==> src/rtl/flag_pkg.sv <==
package flag_pkg;
  localparam int NUM_FLAGS = 5;
  localparam int STAT_W    = 8;
  localparam int BIT_N     = 0;
  localparam int BIT_C     = 1;
  localparam int BIT_V     = 2;
  localparam int BIT_Z     = 3;
  localparam int BIT_E     = 4;
  localparam int BIT_BUSY  = 5;
  localparam int BIT_USR0  = 6;
  localparam int BIT_USR1  = 7;

  typedef struct packed {
    logic                 loadSw;
    logic [NUM_FLAGS-1:0] flagEn;
  } strobe_t;
endpackage

==> src/rtl/flag_ctrl.sv <==
module flag_ctrl
  import flag_pkg::*;
(
  input  logic                 aluUpd,
  input  logic                 swWrEn,
  input  logic [NUM_FLAGS-1:0] updMask,
  output strobe_t              strobe
);
  always_comb begin
    strobe.loadSw = swWrEn;
    // explicit write suppresses every implicit flag update
    if (aluUpd && !swWrEn) strobe.flagEn = updMask;
    else                   strobe.flagEn = '0;
  end
endmodule

==> src/rtl/flag_dpath.sv <==
module flag_dpath
  import flag_pkg::*;
#(
  parameter int DATA_W = 16,
  parameter int BYTE_W = 8
) (
  input  logic              clk,
  input  logic              rstN,
  input  strobe_t           strobe,
  input  logic              byteMode,
  input  logic [DATA_W-1:0] result,
  input  logic [DATA_W-1:0] srcOp,
  input  logic              carryIn,
  input  logic              ovflIn,
  input  logic [STAT_W-1:0] swWrData,
  output logic [STAT_W-1:0] statusQ
);
  localparam logic [DATA_W-1:0] WORD_MIN = {1'b1, {(DATA_W-1){1'b0}}};
  localparam logic [BYTE_W-1:0] BYTE_MIN = {1'b1, {(BYTE_W-1){1'b0}}};

  logic [NUM_FLAGS-1:0] calcFlag;
  logic [STAT_W-1:0]    nextQ;

  always_comb begin
    calcFlag        = '0;
    calcFlag[BIT_C] = carryIn;
    calcFlag[BIT_V] = ovflIn;
    if (byteMode) begin
      calcFlag[BIT_N] = result[BYTE_W-1];
      calcFlag[BIT_Z] = (result[BYTE_W-1:0] == '0);
      calcFlag[BIT_E] = (srcOp[BYTE_W-1:0] == BYTE_MIN);
    end else begin
      calcFlag[BIT_N] = result[DATA_W-1];
      calcFlag[BIT_Z] = (result == '0);
      calcFlag[BIT_E] = (srcOp == WORD_MIN);
    end
  end

  for (genvar i = 0; i < NUM_FLAGS; i++) begin : g_flag
    always_comb begin
      if (strobe.loadSw)       nextQ[i] = swWrData[i];
      else if (strobe.flagEn[i]) nextQ[i] = calcFlag[i];
      else                     nextQ[i] = statusQ[i];
    end
  end

  assign nextQ[BIT_BUSY] = 1'b0;

  for (genvar u = BIT_USR0; u <= BIT_USR1; u++) begin : g_usr
    assign nextQ[u] = strobe.loadSw ? swWrData[u] : statusQ[u];
  end

  always_ff @(posedge clk or negedge rstN) begin
    if (!rstN) statusQ <= '0;
    else       statusQ <= nextQ;
  end
endmodule

==> src/rtl/alu_flag_status.sv <==
module alu_flag_status
  import flag_pkg::*;
#(
  parameter int DATA_W = 16,
  parameter int BYTE_W = 8
) (
  input  logic              clk,
  input  logic              rstN,
  input  logic              aluUpd,
  input  logic              byteMode,
  input  logic [DATA_W-1:0] result,
  input  logic [DATA_W-1:0] srcOp,
  input  logic              carryIn,
  input  logic              ovflIn,
  input  logic [4:0]        updMask,
  input  logic              swWrEn,
  input  logic [7:0]        swWrData,
  output logic [7:0]        rdData
);
  strobe_t strobe;

  flag_ctrl u_ctrl (
    .aluUpd  (aluUpd),
    .swWrEn  (swWrEn),
    .updMask (updMask),
    .strobe  (strobe)
  );

  flag_dpath #(.DATA_W(DATA_W), .BYTE_W(BYTE_W)) u_dpath (
    .clk      (clk),
    .rstN     (rstN),
    .strobe   (strobe),
    .byteMode (byteMode),
    .result   (result),
    .srcOp    (srcOp),
    .carryIn  (carryIn),
    .ovflIn   (ovflIn),
    .swWrData (swWrData),
    .statusQ  (rdData)
  );
endmodule

==> config.mk <==
export PLATFORM = sky130hd
export DESIGN_NAME = alu_flag_status
export DESIGN_NICKNAME = d
export VERILOG_FILES = /design/src/rtl/flag_pkg.sv /design/src/rtl/flag_ctrl.sv /design/src/rtl/flag_dpath.sv /design/src/rtl/alu_flag_status.sv
export SDC_FILE = /design/constraint.sdc
export NUM_CORES = 1
export LEC_CHECK = 0
export BUFFER_PORTS_ARGS = -buffer_cell sky130_fd_sc_hd__buf_2
export CELL_PAD_IN_SITES_DETAIL_PLACEMENT = 1
export CELL_PAD_IN_SITES_GLOBAL_PLACEMENT = 2
export CORE_ASPECT_RATIO = 1.75
export CORE_MARGIN = 4
export CORE_UTILIZATION = 13
export DETAILED_ROUTE_END_ITERATION = 16
export PLACE_DENSITY_LB_ADDON = 0.1
export SLEW_MARGIN = 5
export SYNTH_ARGS = -nofsm -noshare
export SYNTH_HDL_FRONTEND = slang
export SYNTH_SLANG_ARGS = --single-unit
==> constraint.sdc <==
create_clock -name clk -period 1.05 [get_ports clk]
set_clock_uncertainty 0.05 [all_clocks]
set_input_delay 0 -clock clk [delete_from_list [all_inputs] [get_ports clk]]
set_output_delay 0 -clock clk [all_outputs]
set_load 0.02 [all_outputs]
==> metrics, run 1 <==
status complete, no violations; WP depth 3; Placeable Area 0.00336 mm^2; synth unique cells 24; crit path cell chain a21oi_1 > a311oi_1 > a21o_1; area delta synth->final 102%; top post-synthesis cells by area dfrtp_1, mux2i_1, nor4_1; leakage power 0.465 nW; maximum vdd drop 0.522 mV; Syn Nets about 100; startpoint of the worst hold path srcOp[1]; max-slew violations 0; Tcrit/Tclk final 0.842; Largest stage delay, worst path 0.37 ns; cts bufs inserted 3; routed wl met2 approximately 1100 um; Synth Register Bits 7; fin cells 159; max reg flops 7; Starting Density 0.133; Critical-path top delay cell dfrtp_1; synth cell count leaders dfrtp_1, nand2_1, nor4_1; placed cell count 147; RSZ-0062 raised after global routing no; gpl congestion between 0.6 and 0.7; 1st-pass router iterations 2; type of the worst min-delay path input pin to flop; clock root buffer clkbuf_8; Max-cap violations 0; overall fraction of global-route tracks in use 0.0892; Top delay family on crit path flip-flops; CP arrival 0.95 ns; Clock transition at path regs 0.04 ns; vias in the first global route 731; worst skew pair latency 0.22 ns; Synth Area in XOR/XNOR 0; Place WS about 0.13 ns; post-DR wirelength/cell ~12 um; largest area contributor in the netlist dfrtp_1; Largest regs u_dpath.statusQ: 7 flops; cells after synthesis 46; final-report hold violation count 0; input/output buffers 57; wire length on met1 695 um; cell row count 28; Reg with most FFs u_dpath.statusQ; largest net degree at the start of global routing 9; syn avg cell area 9.74 um^2; clk buf depth 2; share of layout cells above drive strength 1 0.570; fin crit period 0.884 ns; chip width about 52 um; post-synthesis cell area 448 um^2; Worst Path Max Fanout 2; number of antenna-violating nets in the routed design 0; post-synthesis mux area share 0.140; compound-gate portion of the synthesized area 0.142; Main synth FF type dfrtp_1; final setup vio count 0; crit start category flop; Synth Area in Simple Gates 0.277; clk sinks 7; Congestion Overflow GR 0; Die Area roughly 0.0045 mm^2; fraction of the mapped netlist area in adder cells 0; CTS tree built; worst setup margin 0.166 ns; Setup TNS 0 ns; Worst Reg2Reg Path Length in Cells 3; # diodes 0; Post-synth EDFFs 0; Total Power 0.949 mW; post-synthesis async set-or-reset flop share 1.00; htree depth 1; synth warn 0; first-pass GRT wire length 2940 um; critical path class flop to flop; Hold Crit Depth 3; # IOs 60; Critical Path Start u_dpath.statusQ[0]; met3 WL post-DR 196 um; via count 641; post-synth top area share 0.391; Worst Path Buf+Inv 0; uppermost layer routed met4; Avg Vias per Cell 4.03; # Post-CTS Setup Buffers 0; register area share after synthesis 0.391; Initial DRC Count 14; Final nets roughly 170; largest family of logic cells by synthesized area simple AND/OR/NAND/NOR gates; crit end category flop; pwr dens 1050 mW/mm^2; drt drc 0; Highest Clock Rate 1130 MHz; r2r startpoint u_dpath.statusQ[0]; Die Y between 80 and 90 um; WP data required 1.11 ns; initial antenna violation count 0; Routed WL between 1500 and 2000 um
[metrics by stage]
| stage | hold WS [ns] | util | instance area, um^2 |
|---|---|---|---|
| finish | 0.0155 | 0.269 | 903 |
| global route | 0.0454 | 0.269 | 903 |
| CTS | 0.0192 | 0.269 | 903 |
| detailed placement | -0.197 | 0.231 | 778 |
| global placement | -0.198 | 0.231 | 778 |
| floorplan | -0.346 | - | 448 |
[per-layer routing]
layer  vias up  GRT usage
met1       287     0.0821
met5         -          0
met4         0     0.0488
met2        39      0.169
li1        313          -
met3         2     0.0209
[final timing paths]
kind | end | slack (ns)
worst min register to register | u_dpath.statusQ[7] | 0.45
worst max-delay path | u_dpath.statusQ[0] | 0.17
max in group asynchronous | u_dpath.statusQ[4] | 0.69
worst max register to register | u_dpath.statusQ[0] | 0.17
worst min-delay path | u_dpath.statusQ[4] | 0.02
min in group asynchronous | u_dpath.statusQ[1] | 0.10
[final cells by class]
class / instances / area [um^2]
clock buffers: 4 / 45.0
fillers: 429 / 2460
multi-input cells: 37 / 254
flip-flops and latches: 7 / 175
well taps: 45 / 56.3
repair buffers: 66 / 373
[tightest hold or removal path, cell delays in order]
cell and delay (ns):
buf_2 0.07, nand4b_1 0.10, o21ai_1 0.07
[placed cells by master (no fill, tap or decap), drive strengths merged]
cell type    Yosys  routed
mux2             2       2
nand4b           1       1
nor4             5       5
nand2            7       7
buf              2      58
and4bb           1       1
a21o             1       1
conb             1       1
a21boi           1       1
nor3             1       1
dlygate4sd3      0       8
nand3            1       1
a21oi            2       2
clkbuf           0       4
dfrtp            7       7
o221ai           1       1
a31oi            1       1
and2             1       1
nor2             1       1
a311oi           1       1
o21ai            3       3
nor4b            2       2
mux2i            4       4
[report_power, final]
group | switching, mW | internal (mW) | total, mW | leakage (nW)
Sequential | 0.0125 | 0.297 | 0.310 | 0.0842
Combinational | 0.122 | 0.143 | 0.264 | 0.358
Clock | 0.112 | 0.262 | 0.375 | 0.0228
Total | 0.246 | 0.702 | 0.949 | 0.465
[kinds of logic after synthesis]
logic type             Yosys count
other                            1
buffers and inverters            2
multiplexers                     6
AND/OR/NAND/NOR                 20
flip-flops                       7
AO/OA/AOI/OAI                   10
[repair_timing]
item,in CTS,in global routing
hold endpoints to repair,14,0
resized for setup,0,0
endpoints found under the setup margin,0,0
hold buffers,8,0
(Power assumes the default switching activity.)
==> run 2: changes to the inputs <==
--- a/config.mk
+++ b/config.mk
@@ -10,7 +10,7 @@
 export CELL_PAD_IN_SITES_GLOBAL_PLACEMENT = 2
 export CORE_ASPECT_RATIO = 1.75
 export CORE_MARGIN = 4
-export CORE_UTILIZATION = 13
+export CORE_UTILIZATION = 12
 export DETAILED_ROUTE_END_ITERATION = 16
 export PLACE_DENSITY_LB_ADDON = 0.1
 export SLEW_MARGIN = 5
==> constraint.sdc (replaced) <==
create_clock -name clk -period 0.8 [get_ports clk]
set_clock_uncertainty 0.05 [all_clocks]
set_input_delay 0 -clock clk [delete_from_list [all_inputs] [get_ports clk]]
set_output_delay 0 -clock clk [all_outputs]
set_load 0.02 [all_outputs]
==> run 2 against run 1 <==
The run now ends with hold timing, setup timing left. Count of clock-buffer cells in the layout unchanged. Sequential power grew 35%. Setup slack lost 0.25 ns. Wire length increased by 0.76%. Critical path depth is 1 lower. Critical path type is now flop to primary output.
==> metrics, run 2 (synthesis gave the netlist of run 1 again) <==
Starting Density 0.123 (-0.00974); Place WS -0.0957 ns (-0.230 ns); gpl congestion 0.648 (+5.2%); number of antenna-violating nets in the routed design 0 (unchanged); startpoint of the worst hold path swWrData[6]; highest-count cells in the layout ignoring fill and taps buf_2, nand2_1, buf_6; uppermost layer routed met4; max reg flops 7 (unchanged); r2r setup slk -0.07 ns (-0.24 ns); # diodes 0 (unchanged); Tcrit/Tclk final 1.11; crit path cell chain buf_4 > buf_6; Largest stage delay, worst path 0.36 ns (about the same); Layout Utilization 0.260 (-0.00860); CP arrival 0.84 ns (-0.11 ns); clk buf depth 2 (unchanged); Final nets 166 (-0.60%); vias in the first global route 674 (-7.8%); 1st-pass router iterations 2 (unchanged); worst setup margin -0.0862 ns (-0.252 ns); Setup TNS -0.274 ns (-0.274 ns); Total Power 1.29 mW (+36%); critical path class flop to primary output; RSZ-0062 raised after global routing yes; first-pass GRT wire length 2820 um (-4.2%); fin crit period 0.886 ns; Congestion Overflow GR 0 (unchanged); Max-cap violations 0 (unchanged); crit end category primary output; Die Y 88.8 um (+3.7%); via count 624 (-2.7%); Largest regs u_dpath.statusQ: 7 flops; worst skew pair latency 0.22 ns (about the same); post-DP HPWL 1790 um; Critical-path top delay cell dfrtp_1; Routed WL 2000 um (+0.76%); htree depth 1 (unchanged); drt drc 0 (unchanged); Highest Clock Rate 1130 MHz; Clock transition at path regs 0.04 ns (about the same); max-slew violations 0 (unchanged); cell row count 29 (+3.6%); chip width 54.2 um (+3.5%); # Post-CTS Setup Buffers 0 (unchanged); Critical Path Start u_dpath.statusQ[4]; crit path to rdData[4]; maximum vdd drop 0.851 mV (+63%); wire length on met1 666 um (-4.2%); Reg with most FFs u_dpath.statusQ; input/output buffers 57 (unchanged); Die Area 0.00481 mm^2 (+7.3%); hold_buf cts 5 (-3); status complete, but fails checks; met3 WL post-DR 203 um (+3.6%); routed wl met2 1100 um (+3.3%); most common cell after layout, fill and taps aside buf_2; cts bufs inserted 3 (unchanged); crit start category flop; Initial DRC Count 7 (-7); post-DR wirelength/cell 12.6 um (+0.76%); Avg Vias per Cell 3.92 (-2.7%); leakage power 0.471 nW (+1.3%); hold slack -0.0388 ns (-0.0543 ns); type of the worst min-delay path input pin to flop; r2r endpoint u_dpath.statusQ[0]; final setup vio count 8 (+8); final-report hold violation count 3 (+3); clock root buffer clkbuf_8; pwr dens 1370 mW/mm^2 (+30%); clk sinks 7 (unchanged); largest net degree at the start of global routing 10 (+1); # IOs 60 (unchanged); r2r startpoint u_dpath.statusQ[0]; initial antenna violation count 0 (unchanged); CTS tree built; failing checks hold timing, setup timing; share of layout cells above drive strength 1 0.646 (+0.0758); Worst Path Max Fanout 2 (unchanged); overall fraction of global-route tracks in use 0.0826 (-0.00651); Placeable Area 0.00363 mm^2 (+7.9%); area delta synth->final 111%; Worst Reg2Reg Path Length in Cells 3 (unchanged); WP data required 0.75 ns (-0.36 ns)
-- run 2: layout make-up --
| class | count | area [um^2] |
|---|---|---|
| sequential | 7 | 181 |
| multi-input combinational | 37 | 258 |
| timing repair buffer | 65 | 402 |
| fill | 468 | 2690 |
| tap | 46 | 57.6 |
| clock buffer | 4 | 45.0 |
-- run 2: how the worst min path moves through the flow --
stage,to,slack (ns),cells after the start
global route,u_dpath.statusQ[7],-0.04,2
CTS,u_dpath.statusQ[6],-0.04,2
global placement,u_dpath.statusQ[3],-0.20,1
finish,u_dpath.statusQ[6],-0.04,2
detailed placement,u_dpath.statusQ[3],-0.19,1
floorplan,u_dpath.statusQ[0],-0.35,0
-- run 2: timing repair --
item,CTS,global route
setup endpoints to repair,11,14
endpoints found under the hold margin,14,2
resized for setup,14,1
gates cloned,0,0
pin swaps,1,1
-- run 2: power breakdown --
group,switching (mW),internal [mW],total [mW]
clock network,0.138,0.343,0.481
registers,0.0233,0.395,0.418
logic,0.164,0.229,0.393
total,0.325,0.968,1.29
-- run 2: worst max-delay path, delay by kind of cell (launching register included) --
| family | cells | cell delay [ns] |
|---|---|---|
| flops | 1 | 0.36 |
| buf+inv | 2 | 0.25 |
-- run 2: through the flow --
step | cell area (um^2) | std cells
after global placement | 805 | 150
after CTS | 943 | 159
after detailed placement | 805 | 150
after global routing | 943 | 159
after floorplan | 458 | 46
final | 943 | 159
-- run 2: metal layers --
metal / GRT usage / up-vias
li1: - / 308
met3: 0.0253 / 2
met4: 0.0408 / 0
met1: 0.0695 / 277
met5: 0 / -
met2: 0.161 / 37
==> run 3: changes to the inputs <==
--- a/config.mk
+++ b/config.mk
@@ -5,14 +5,13 @@
 export SDC_FILE = /design/constraint.sdc
 export NUM_CORES = 1
 export LEC_CHECK = 0
-export BUFFER_PORTS_ARGS = -buffer_cell sky130_fd_sc_hd__buf_2
 export CELL_PAD_IN_SITES_DETAIL_PLACEMENT = 1
 export CELL_PAD_IN_SITES_GLOBAL_PLACEMENT = 2
-export CORE_ASPECT_RATIO = 1.75
 export CORE_MARGIN = 4
-export CORE_UTILIZATION = 12
+export CORE_UTILIZATION = 23
 export DETAILED_ROUTE_END_ITERATION = 16
-export PLACE_DENSITY_LB_ADDON = 0.1
+export DONT_BUFFER_PORTS = 1
+export PLACE_DENSITY = 0.73
 export SLEW_MARGIN = 5
 export SYNTH_ARGS = -nofsm -noshare
 export SYNTH_HDL_FRONTEND = slang
==> run 3 against run 2 <==
The flow still finishes with violations (hold timing, setup timing). Largest cell class is now multi-input gates. Count of clock-buffer cells in the layout is the same. Critical path type is now flop to flop. Largest power group is now sequential cells. Register-to-register slack lost 0.02 ns. Wire length shrank 24%. Maximum frequency is essentially flat. Clock power shrank 33%. Hold slack lost 0.17 ns.
==> metrics, run 3 (synthesis gave the netlist of run 1 again) <==
vias in the first global route 478 (-29%); cts bufs inserted 3 (unchanged); crit end category flop; final setup vio count 11 (+3); max reg flops 7 (unchanged); worst skew pair latency 0.25 ns (+0.03 ns); crit start category flop; Starting Density 0.251 (+0.128); failing checks hold timing, setup timing; 1st-pass router iterations 3 (+1); type of the worst min-delay path input pin to flop; Clock transition at path regs 0.06 ns (+0.02 ns); WP data required 0.89 ns (+0.14 ns); hold slack -0.211 ns (-0.172 ns); first-pass GRT wire length 2140 um (-24%); met2 GRT Util 0.211 (+0.0499); htree depth 1 (unchanged); clk buf depth 2 (unchanged); chip width 52.1 um (-3.8%); # diodes 0 (unchanged); Avg Vias per Cell 5.21 (+33%); input/output buffers 0 (-100%); post-DP HPWL 1240 um (-31%); post-DR wirelength/cell 17.8 um (+42%); largest net degree at the start of global routing 14 (+4); Worst Path Max Fanout 2 (unchanged); via count 443 (-29%); Place WS -0.0808 ns (+0.0149 ns); maximum vdd drop 0.536 mV (-37%); status complete, but fails checks; RSZ-0062 raised after global routing yes; max-slew violations 0 (unchanged); initial antenna violation count 0 (unchanged); hold_buf cts 5 (unchanged); Die Area 0.00272 mm^2 (-44%); final-report hold violation count 7 (+4); busiest grt layer met2; Placeable Area 0.00178 mm^2 (-51%); overall fraction of global-route tracks in use 0.109 (+0.0266); Initial DRC Count 2 (-5); Max-cap violations 0 (unchanged); pwr dens 1560 mW/mm^2 (+14%); worst setup margin -0.0854 ns (+0.000859 ns); share of layout cells above drive strength 1 0.333 (-0.313); CTS tree built; met3 Use GR 0.0287 (+0.00336); area delta synth->final 40.5%; Highest Clock Rate 1130 MHz (about the same); clk sinks 7 (unchanged); Total Power 0.984 mW (-24%); clock root buffer clkbuf_4; number of antenna-violating nets in the routed design 0 (unchanged); leakage power 0.255 nW (-46%); Routed WL 1510 um (-24%); Die Y 52.1 um (-41%); Congestion Overflow GR 0 (unchanged); Tcrit/Tclk final 1.11 (about the same); highest-count cells in the layout ignoring fill and taps nand2_1, buf_6, nor4_1, dlygate4sd3_1, dfrtp_2; # IOs 60 (unchanged); fin crit period 0.885 ns (-0.000859 ns); drt drc 0 (unchanged); Reg with most FFs u_dpath.statusQ; CP arrival 0.97 ns (+0.13 ns); gpl congestion 0.623 (-3.9%); Largest regs u_dpath.statusQ: 7 flops; Final nets 113 (-32%); cell row count 15 (-48%); critical path class flop to flop; met1 Usage GRT 0.105 (+0.0355)
[run 3: cell types whose count changed in the layout (fill, tap and decap cells not counted)]
| cell | previous run | this run |
|---|---|---|
| buf_2 | 50 | 0 |
| buf_4 | 3 | 0 |
| clkbuf_4 | 0 | 3 |
| clkbuf_8 | 3 | 0 |
| mux2_2 | 2 | 1 |
| mux2_4 | 0 | 1 |
[run 3: power by group]
| part | switching, mW | internal, mW | leakage [nW] |
|---|---|---|---|
| logic | 0.103 | 0.137 | 0.161 |
| clock network | 0.133 | 0.191 | 0.0150 |
| registers | 0.0265 | 0.393 | 0.0789 |
[run 3: critical path, cell delays in order (launching register included)]
cell	delay (ns)
dfrtp_2	0.41
a21oi_2	0.10
a311oi_1	0.05
a21o_1	0.17
[run 3: worst paths after layout]
kind / start / cells past startpoint / slack (ns) / endpoint
max reg2reg: u_dpath.statusQ[0] / 3 / -0.09 / u_dpath.statusQ[0]
max: u_dpath.statusQ[0] / 3 / -0.09 / u_dpath.statusQ[0]
min reg2reg: u_dpath.statusQ[7] / 1 / 0.48 / u_dpath.statusQ[7]
max in group asynchronous: rstN / 1 / 0.39 / u_dpath.statusQ[7]
min in group asynchronous: rstN / 1 / 0.04 / u_dpath.statusQ[1]
min: swWrEn / 1 / -0.21 / u_dpath.statusQ[2]
[run 3: timing repair]
action,in CTS,in global routing
hold endpoints to repair,14,7
pin swaps,1,0
setup buffers,0,0
gates resized for setup,6,3
endpoints found under the setup margin,11,13
[run 3: cell type report]
type / instances / area [um^2]
fillers: 215 / 1150
multi-input cells: 37 / 262
flip-flops and latches: 7 / 181
repair buffers: 12 / 129
well taps: 25 / 31.3
clock buffers: 4 / 26.3
[run 3: per-stage QoR]
step / instances / util / hold slack (ns) / instance area [um^2] / TNS (ns)
floorplan: 46 / - / -0.346 / 458 / -0.352
finish: 85 / 0.353 / -0.211 / 629 / -0.466
global route: 85 / 0.353 / -0.219 / 629 / -0.880
global placement: 76 / 0.293 / -0.345 / 523 / -0.0774
CTS: 85 / 0.349 / -0.211 / 622 / -0.586
detailed placement: 76 / 0.293 / -0.345 / 523 / -0.153
[run 3: metal layers]
layer	vias up	wire length (um)	share of wire
li1	203	-	-
met1	209	498	0.33
met2	31	820	0.54
met3	0	193	0.13
met4	0	0	0
met5	-	0	0
